===== config.mk =====
export PLATFORM = sky130hd
export DESIGN_NAME = msg_mailbox
export DESIGN_NICKNAME = d
export VERILOG_FILES = /design/src/rtl/mbx_pkg.sv /design/src/rtl/mbx_rst_sync.sv /design/src/rtl/mbx_fifo.sv /design/src/rtl/mbx_regs.sv /design/src/rtl/msg_mailbox.sv
export SDC_FILE = /design/constraint.sdc
export NUM_CORES = 1
export LEC_CHECK = 0
export BUFFER_PORTS_ARGS = -buffer_cell sky130_fd_sc_hd__clkbuf_2
export CORE_AREA = 2 2 162 117
export DETAILED_ROUTE_END_ITERATION = 8
export DIE_AREA = 0 0 164 119
export GPL_TIMING_DRIVEN = 0
export MAX_ROUTING_LAYER = met4
export PLACE_DENSITY = 0.78
export SYNTH_ARGS = -nofsm -noshare
export SYNTH_HDL_FRONTEND = slang
export SYNTH_SLANG_ARGS = --single-unit

===== constraint.sdc =====
create_clock -name clk -period 2.3 [get_ports clk]
set_input_delay 0.46 -clock clk [delete_from_list [all_inputs] [get_ports clk]]
set_output_delay 0.46 -clock clk [all_outputs]
set_load 0.05 [all_outputs]

===== src/rtl/mbx_pkg.sv =====
package mbx_pkg;
  localparam int unsigned DATA_W = 32;
  localparam int unsigned ADDR_W = 3;

  localparam logic [ADDR_W-1:0] OFS_DATA = 3'd0;
  localparam logic [ADDR_W-1:0] OFS_STAT = 3'd1;
  localparam logic [ADDR_W-1:0] OFS_CTRL = 3'd2;
  localparam logic [ADDR_W-1:0] OFS_MBOX = 3'd3;
  localparam logic [ADDR_W-1:0] OFS_WTCH = 3'd4;

  localparam int unsigned ST_OUT_NE  = 16;
  localparam int unsigned ST_IN_NF   = 17;
  localparam int unsigned ST_OUT_NF  = 18;
  localparam int unsigned ST_IN_NE   = 19;
  localparam int unsigned ST_MB_INT  = 20;
  localparam int unsigned ST_IN_INT  = 21;
  localparam int unsigned ST_OUT_INT = 22;
  localparam int unsigned ST_WP_INT  = 23;

  localparam int unsigned CT_OUT_EN  = 16;
  localparam int unsigned CT_IN_EN   = 17;
  localparam int unsigned CT_OUT_WEN = 24;
  localparam int unsigned CT_IN_WEN  = 25;

  localparam logic [DATA_W-1:0] CTRL_MASK     = 32'h0303_0000;
  localparam logic [DATA_W-1:0] MBOX_CLR_KEY  = 32'h0000_F0F0;
endpackage


===== src/rtl/mbx_rst_sync.sv =====
module mbx_rst_sync #(
  parameter int unsigned STAGES = 2
) (
  input  logic clk,
  input  logic rst_n,
  output logic rst_n_sync
);
  logic [STAGES-1:0] chain_q;

  always_ff @(posedge clk or negedge rst_n) begin
    if (!rst_n) chain_q <= '0;
    else        chain_q <= {chain_q[STAGES-2:0], 1'b1};
  end

  assign rst_n_sync = chain_q[STAGES-1];
endmodule


===== src/rtl/mbx_fifo.sv =====
module mbx_fifo #(
  parameter int unsigned WIDTH = 32,
  parameter int unsigned DEPTH = 2
) (
  input  logic             clk,
  input  logic             rst_n,
  input  logic             push,
  input  logic [WIDTH-1:0] push_data,
  input  logic             pop,
  output logic [WIDTH-1:0] head,
  output logic             not_empty,
  output logic             not_full
);
  localparam int unsigned PW = (DEPTH > 1) ? $clog2(DEPTH) : 1;
  localparam int unsigned CW = $clog2(DEPTH + 1);
  localparam logic [PW-1:0] LAST = PW'(DEPTH - 1);
  localparam logic [CW-1:0] FULL = CW'(DEPTH);

  logic [WIDTH-1:0] mem_q [DEPTH];
  logic [PW-1:0]    rd_q, rd_d, wr_q, wr_d;
  logic [CW-1:0]    cnt_q, cnt_d;
  logic             push_ok, pop_ok;

  assign push_ok = push && (cnt_q != FULL);
  assign pop_ok  = pop  && (cnt_q != '0);

  always_comb begin
    rd_d  = rd_q;
    wr_d  = wr_q;
    cnt_d = cnt_q;
    if (push_ok) wr_d = (wr_q == LAST) ? '0 : wr_q + 1'b1;
    if (pop_ok)  rd_d = (rd_q == LAST) ? '0 : rd_q + 1'b1;
    if (push_ok && !pop_ok)      cnt_d = cnt_q + 1'b1;
    else if (pop_ok && !push_ok) cnt_d = cnt_q - 1'b1;
  end

  always_ff @(posedge clk or negedge rst_n) begin
    if (!rst_n) begin
      rd_q  <= '0;
      wr_q  <= '0;
      cnt_q <= '0;
    end else begin
      rd_q  <= rd_d;
      wr_q  <= wr_d;
      cnt_q <= cnt_d;
    end
  end

  always_ff @(posedge clk) begin
    if (push_ok) mem_q[wr_q] <= push_data;
  end

  assign not_empty = (cnt_q != '0);
  assign not_full  = (cnt_q != FULL);
  assign head      = not_empty ? mem_q[rd_q] : '0;

  AST_NO_OVERFLOW: assert property (@(posedge clk) disable iff (!rst_n)
    cnt_q <= FULL);
  AST_FULL_PUSH_DROPPED: assert property (@(posedge clk) disable iff (!rst_n)
    (push && !not_full && !pop) |=> !not_full);
  AST_EMPTY_POP_IGNORED: assert property (@(posedge clk) disable iff (!rst_n)
    (pop && !not_empty && !push) |=> !not_empty);
endmodule


===== src/rtl/mbx_regs.sv =====
module mbx_regs
  import mbx_pkg::*;
(
  input  logic              clk,
  input  logic              rst_n,
  input  logic              host_sel,
  input  logic              host_we,
  input  logic [ADDR_W-1:0] host_addr,
  input  logic [DATA_W-1:0] host_wdata,
  output logic [DATA_W-1:0] host_rdata,
  input  logic              eng_mbox_set,
  input  logic [DATA_W-1:0] eng_mbox_bits,
  input  logic [DATA_W-1:0] out_head,
  input  logic              out_ne,
  input  logic              out_nf,
  input  logic              in_ne,
  input  logic              in_nf,
  input  logic [DATA_W-2:0] wp_head,
  input  logic              wp_ne,
  output logic              in_push,
  output logic              out_pop,
  output logic              wp_pop
);
  logic [DATA_W-1:0] ctrl_q, ctrl_d, mbox_q, mbox_d, status;
  logic              wr_cyc, rd_cyc, ctrl_en, mbox_clr, out_en, in_en;

  assign wr_cyc   = host_sel && host_we;
  assign rd_cyc   = host_sel && !host_we;
  assign ctrl_en  = wr_cyc && (host_addr == OFS_CTRL);
  assign mbox_clr = wr_cyc && (host_addr == OFS_MBOX) && (host_wdata == MBOX_CLR_KEY);

  assign in_push  = wr_cyc && (host_addr == OFS_DATA);
  assign out_pop  = rd_cyc && (host_addr == OFS_DATA);
  assign wp_pop   = rd_cyc && (host_addr == OFS_WTCH);

  always_comb begin
    ctrl_d = ctrl_q;
    if (ctrl_en) ctrl_d = host_wdata & CTRL_MASK;
    mbox_d = mbox_clr ? '0 : mbox_q;
    if (eng_mbox_set) mbox_d = mbox_d | eng_mbox_bits;
  end

  always_ff @(posedge clk or negedge rst_n) begin
    if (!rst_n) begin
      ctrl_q <= '0;
      mbox_q <= '0;
    end else begin
      ctrl_q <= ctrl_d;
      mbox_q <= mbox_d;
    end
  end

  assign out_en = ctrl_q[CT_OUT_EN] | ctrl_q[CT_OUT_WEN];
  assign in_en  = ctrl_q[CT_IN_EN]  | ctrl_q[CT_IN_WEN];

  always_comb begin
    status             = '0;
    status[ST_OUT_NE]  = out_ne;
    status[ST_IN_NF]   = in_nf;
    status[ST_OUT_NF]  = out_nf;
    status[ST_IN_NE]   = in_ne;
    status[ST_MB_INT]  = |mbox_q;
    status[ST_IN_INT]  = in_en & in_ne;
    status[ST_OUT_INT] = out_en & out_ne;
    status[ST_WP_INT]  = wp_ne;
  end

  always_comb begin
    case (host_addr)
      OFS_DATA: host_rdata = out_head;
      OFS_STAT: host_rdata = status;
      OFS_CTRL: host_rdata = ctrl_q;
      OFS_MBOX: host_rdata = mbox_q;
      OFS_WTCH: host_rdata = {wp_ne, wp_head};
      default:  host_rdata = '0;
    endcase
  end

  AST_EMPTY_READ_ZERO: assert property (@(posedge clk) disable iff (!rst_n)
    (out_pop && !out_ne) |-> (host_rdata == '0));
  AST_CTRL_RESERVED: assert property (@(posedge clk) disable iff (!rst_n)
    (host_addr == OFS_CTRL) |-> ((host_rdata & ~CTRL_MASK) == '0));
  AST_MBOX_CLEAR: assert property (@(posedge clk) disable iff (!rst_n)
    (mbox_clr && !eng_mbox_set) |=> (mbox_q == '0));
endmodule


===== src/rtl/msg_mailbox.sv =====
module msg_mailbox
  import mbx_pkg::*;
#(
  parameter int unsigned FIFO_DEPTH = 2
) (
  input  logic        clk,
  input  logic        rst_n,
  input  logic        host_sel,
  input  logic        host_we,
  input  logic [2:0]  host_addr,
  input  logic [31:0] host_wdata,
  output logic [31:0] host_rdata,
  input  logic        eng_in_pop,
  output logic [31:0] eng_in_data,
  output logic        eng_in_valid,
  input  logic        eng_out_push,
  input  logic [31:0] eng_out_data,
  output logic        eng_out_ready,
  input  logic        eng_wp_push,
  input  logic [30:0] eng_wp_data,
  input  logic        eng_mbox_set,
  input  logic [31:0] eng_mbox_bits
);
  logic              rst_ns;
  logic              in_push, out_pop, wp_pop;
  logic              in_ne, in_nf, out_ne, out_nf, wp_ne, wp_nf;
  logic [DATA_W-1:0] out_head;
  logic [DATA_W-2:0] wp_head;

  mbx_rst_sync #(.STAGES(2)) u_rst (
    .clk(clk), .rst_n(rst_n), .rst_n_sync(rst_ns)
  );

  mbx_fifo #(.WIDTH(DATA_W), .DEPTH(FIFO_DEPTH)) u_in_fifo (
    .clk(clk), .rst_n(rst_ns), .push(in_push), .push_data(host_wdata),
    .pop(eng_in_pop), .head(eng_in_data), .not_empty(in_ne), .not_full(in_nf)
  );

  mbx_fifo #(.WIDTH(DATA_W), .DEPTH(FIFO_DEPTH)) u_out_fifo (
    .clk(clk), .rst_n(rst_ns), .push(eng_out_push), .push_data(eng_out_data),
    .pop(out_pop), .head(out_head), .not_empty(out_ne), .not_full(out_nf)
  );

  mbx_fifo #(.WIDTH(DATA_W-1), .DEPTH(FIFO_DEPTH)) u_wp_fifo (
    .clk(clk), .rst_n(rst_ns), .push(eng_wp_push), .push_data(eng_wp_data),
    .pop(wp_pop), .head(wp_head), .not_empty(wp_ne), .not_full(wp_nf)
  );

  mbx_regs u_regs (
    .clk(clk), .rst_n(rst_ns),
    .host_sel(host_sel), .host_we(host_we), .host_addr(host_addr),
    .host_wdata(host_wdata), .host_rdata(host_rdata),
    .eng_mbox_set(eng_mbox_set), .eng_mbox_bits(eng_mbox_bits),
    .out_head(out_head), .out_ne(out_ne), .out_nf(out_nf),
    .in_ne(in_ne), .in_nf(in_nf), .wp_head(wp_head), .wp_ne(wp_ne),
    .in_push(in_push), .out_pop(out_pop), .wp_pop(wp_pop)
  );

  assign eng_in_valid  = in_ne;
  assign eng_out_ready = out_nf;

  AST_ENG_FLAGS: assert property (@(posedge clk) disable iff (!rst_ns)
    (eng_out_push && !eng_out_ready && !out_pop) |=> !eng_out_ready);
  AST_WP_BOUND: assert property (@(posedge clk) disable iff (!rst_ns)
    (eng_wp_push && !wp_nf && !wp_pop) |=> !wp_nf);
endmodule


==> summary.txt <==
STA
  • Worst Tran Pin Value: 1.050 ns
  • Hold Vio Cnt, Final: 0
  • Hold Slack: 0.08506 ns
  • Achievable Freq: 378.3 MHz
  • Minimum clock period: 2.644 ns
  • RSZ-0062 raised after global routing: true
  • Worst rel slew slack: 29.83%
  • Max-slew violation count: 0
  • Final setup fails: 32
  • Tcrit/Tclk final: 114.9%
  • Final WS setup: -0.3436 ns
  • Layout Skew: 0.01167 ns

Setup path
  • Worst EP arrival: 2.18 ns
  • Critical Path Sink Type: output port
  • Flop-to-flop setup slack: 0.05 ns
  • CP Cell Sequence: nor2_2 -> or4b_4 -> clkbuf_16 -> o22a_1 -> o21ai_2 -> buf_8
  • R2R depth: 7
  • Max FO, Critical Path: 10
  • WS Path Type: flop to output port
  • CP required: 1.84 ns
  • Critical R2R Capture: u_wp_fifo.cnt_q[1]
  • Max stage delay on crit path: 0.56 ns
  • Crit-path slowest cell: or4b_4
  • Critical path startpoint category: flop
  • R2R Path Start: u_wp_fifo.cnt_q[0]

GRT
  • Number of global-route vias before repair: 6,315
  • GRT Residual Overflow: 0
  • Most Crowded Layer GR: met2
  • Initial antenna violation count: 1
  • M2 GR Usage: 37.84%
  • All-Layer GR Usage: 24.77%
  • Global-route wire length before repair: 35,200 microns
  • Routing usage on met3: 4.180%
  • Pin count of the biggest net entering global routing: 45
  • GR met1 Demand/Resource: 34.36%

Synthesis
  • Post-synth top area cell: edfxtp_1
  • Synth top area share: 59.81%
  • Cells after synthesis: 589
  • Ys async rst share: 20.83%
  • Prevailing post-synth register cell: edfxtp_1
  • Synth Register Bits: 240
  • Post-synth EDFFs: 190
  • Synth area leaders: edfxtp_1 60%, dfrtp_1 13%, mux2i_1 10%
  • Mapped Area: 9539 sq um
  • Register area share after synthesis: 72.93%
  • YS warnings: 0
  • Syn Nets: 730
  • Post-synth cell types: 44
  • Avg Inst Size Synth: 16.20 sq um

Status
  • Outcome: finished, violations left
  • Violated checks: setup timing

Floorplan
  • Die Y: 119 microns
  • Die X: 164 microns
  • Initial core utilization: 52.31%
  • I/O pin count: 204
  • Core Area: 18,240 sq um
  • Rows: 42
  • Die area: 19,520 sq um

Route
  • Per-cell routed wire length: 21.70 microns
  • DRT iter0 DRCs: 543
  • TritonRoute pass-1 iters: 5
  • Final wirelength: 23,480 microns
  • Routed Antenna Nets: 0
  • Via density: 5.713
  • DRC viols: 0
  • DR vias: 6,181

Power and ir drop
  • Total power: 14.63 mW
  • Lkg Pwr: 4.951 nW
  • Worst vdd ir: 0.7082 mV
  • Power Density: 1158 nW/um^2

Finish
  • Post-route cell area: 12,640 sq um
  • Final Non-Filler Cells: 1,082
  • Area of the multi-input gates: 2924 sq um
  • Storage cell area: 6962 sq um
  • Fillers: 1,163
  • Final-stage net count: 962
  • Layout cells sized above 1: 38.26%
  • Layout area overhead: 32.48%

Clock tree
  • Clock Sinks: 240
  • Clock Path Buffers: 3
  • Clock buffer count from CTS: 24
  • Worst-Skew Late Latency: 0.52 ns
  • Worst-path clk slew: 0.06 ns
  • H-tree lvl count: 1
  • CTS tree: yes
  • Root Buffer: clkbuf_16

Placed design
  • Placer Congestion: 0.9189
  • Setup WS pre-CTS: -0.4326 ns
  • Dpl cell area: 11,380 sq um
  • Port Buf Inserts: 203
  • Placed cell count: 1,036
  • Dpl hpwl: 16,660 microns

Flow run
  • Max Cap Viol: 0

Hold path
  • HP Class: flop to asynchronous set/reset pin
critical path, delay by kind of cell (launching register included):
kind / cells / cell delay (ns)
AO/OA/AOI/OAI: 2 / 0.30
buffers and inverters: 2 / 0.40
flip-flops: 1 / 0.36
AND/OR/NAND/NOR: 2 / 0.62
worst max-delay path by stage:
stage | endpoint | slack, ns | startpoint
after floorplan | u_in_fifo.mem_q[0][0] | -0.39 | host_addr[0]
after global placement | u_in_fifo.mem_q[0][4] | -1.18 | host_addr[2]
after detailed placement | host_rdata[16] | -0.43 | host_addr[2]
after CTS | host_rdata[16] | -0.37 | u_wp_fifo.cnt_q[0]
after global routing | host_rdata[6] | -0.40 | u_wp_fifo.cnt_q[1]
final | host_rdata[16] | -0.34 | u_wp_fifo.cnt_q[0]
layout make-up:
class	instances	area share (%)
antenna	1	0.01980
timing repair buffer	210	11.15
clock buffer	37	5.307
multi-input combinational	307	23.14
clock inverter	7	0.4356
inverter	7	0.2079
sequential	240	55.09
tap	242	2.396
buffer	31	2.257
registers in the layout, indices dropped and copies added, names as in the netlist:
register	cells
u_in_fifo.rd_q	1
u_out_fifo.cnt_q	2
u_in_fifo.cnt_q	2
u_out_fifo.wr_q	1
u_wp_fifo.wr_q	1
u_out_fifo.rd_q	1
u_regs.ctrl_q	4
u_wp_fifo.mem_q	62
u_in_fifo.wr_q	1
u_regs.mbox_q	32
u_rst.chain_q	2
u_in_fifo.mem_q	64
u_out_fifo.mem_q	64
u_wp_fifo.rd_q	1
u_wp_fifo.cnt_q	2
synth_stat cells (3+ instances only):
| library cell | instances |
|---|---|
| nor4bb_1 | 3 |
| clkbuf_1 | 27 |
| edfxtp_1 | 190 |
| mux2i_1 | 95 |
| nor4_1 | 12 |
| ha_1 | 3 |
| a22o_1 | 32 |
| xnor2_1 | 10 |
| o21ai_0 | 4 |
| nand3b_1 | 3 |
| nor2_1 | 42 |
| inv_1 | 7 |
| mux2_2 | 7 |
| xor2_1 | 5 |
| o221ai_1 | 28 |
| nand2_1 | 26 |
| buf_6 | 4 |
| a22oi_1 | 4 |
| nand4_1 | 5 |
| dfrtp_1 | 50 |
cells by family after synthesis:
family,Yosys count,share of synthesized area [%]
mux,102,10.79
buf+inv,42,2.020
compound gates,79,6.886
flops,240,72.93
other cells,1,0.03931
fa+ha+maj,3,0.3935
xor+xnor,15,1.377
simple gates,107,5.562
per-stage QoR:
stage / utilization (%) / TNS, ns
final: 69.30 / -9.239
after global routing: 69.30 / -10.54
after CTS: 68.86 / -9.894
after detailed placement: 62.39 / -19.52
after global placement: 62.00 / -101.84
after floorplan: - / -25.91
per-layer routing:
layer	wire length [microns]	vias to the layer above	share of wire, %
met5	0	-	0
met3	1632	58	7.0
met4	809	0	3.4
met1	9930	3087	42
met2	11100	257	47
li1	-	2779	-
cells in the final DEF, fill, tap and decap left out, types with 9 or more instances in the layout:
cell type	n
buf_8	14
nor2_1	35
edfxtp_1	190
clkbuf_2	168
dfrtp_1	46
clkbuf_8	25
mux2i_1	95
nor4_1	10
clkbuf_1	18
buf_4	9
o221ai_4	23
xnor2_1	10
clkbuf_16	26
a22o_1	32
nand2_1	26
power by group:
| group | internal, mW | leakage, nW | switching (mW) | total (mW) |
|---|---|---|---|---|
| logic | 1.75 | 2.37 | 3.48 | 5.22 |
| clock network | 2.11 | 0.350 | 1.52 | 3.63 |
| registers | 5.46 | 2.23 | 0.315 | 5.78 |
| total | 9.32 | 4.95 | 5.31 | 14.6 |
repair_timing:
action	CTS	global route
endpoints found under the hold margin	2	0
setup endpoints to repair	63	60
pin swaps	1	1
resized for setup	114	32
hold buffers	1	0
buffers inserted	2	2
No activity file was read; power rests on OpenSTA's default activity.
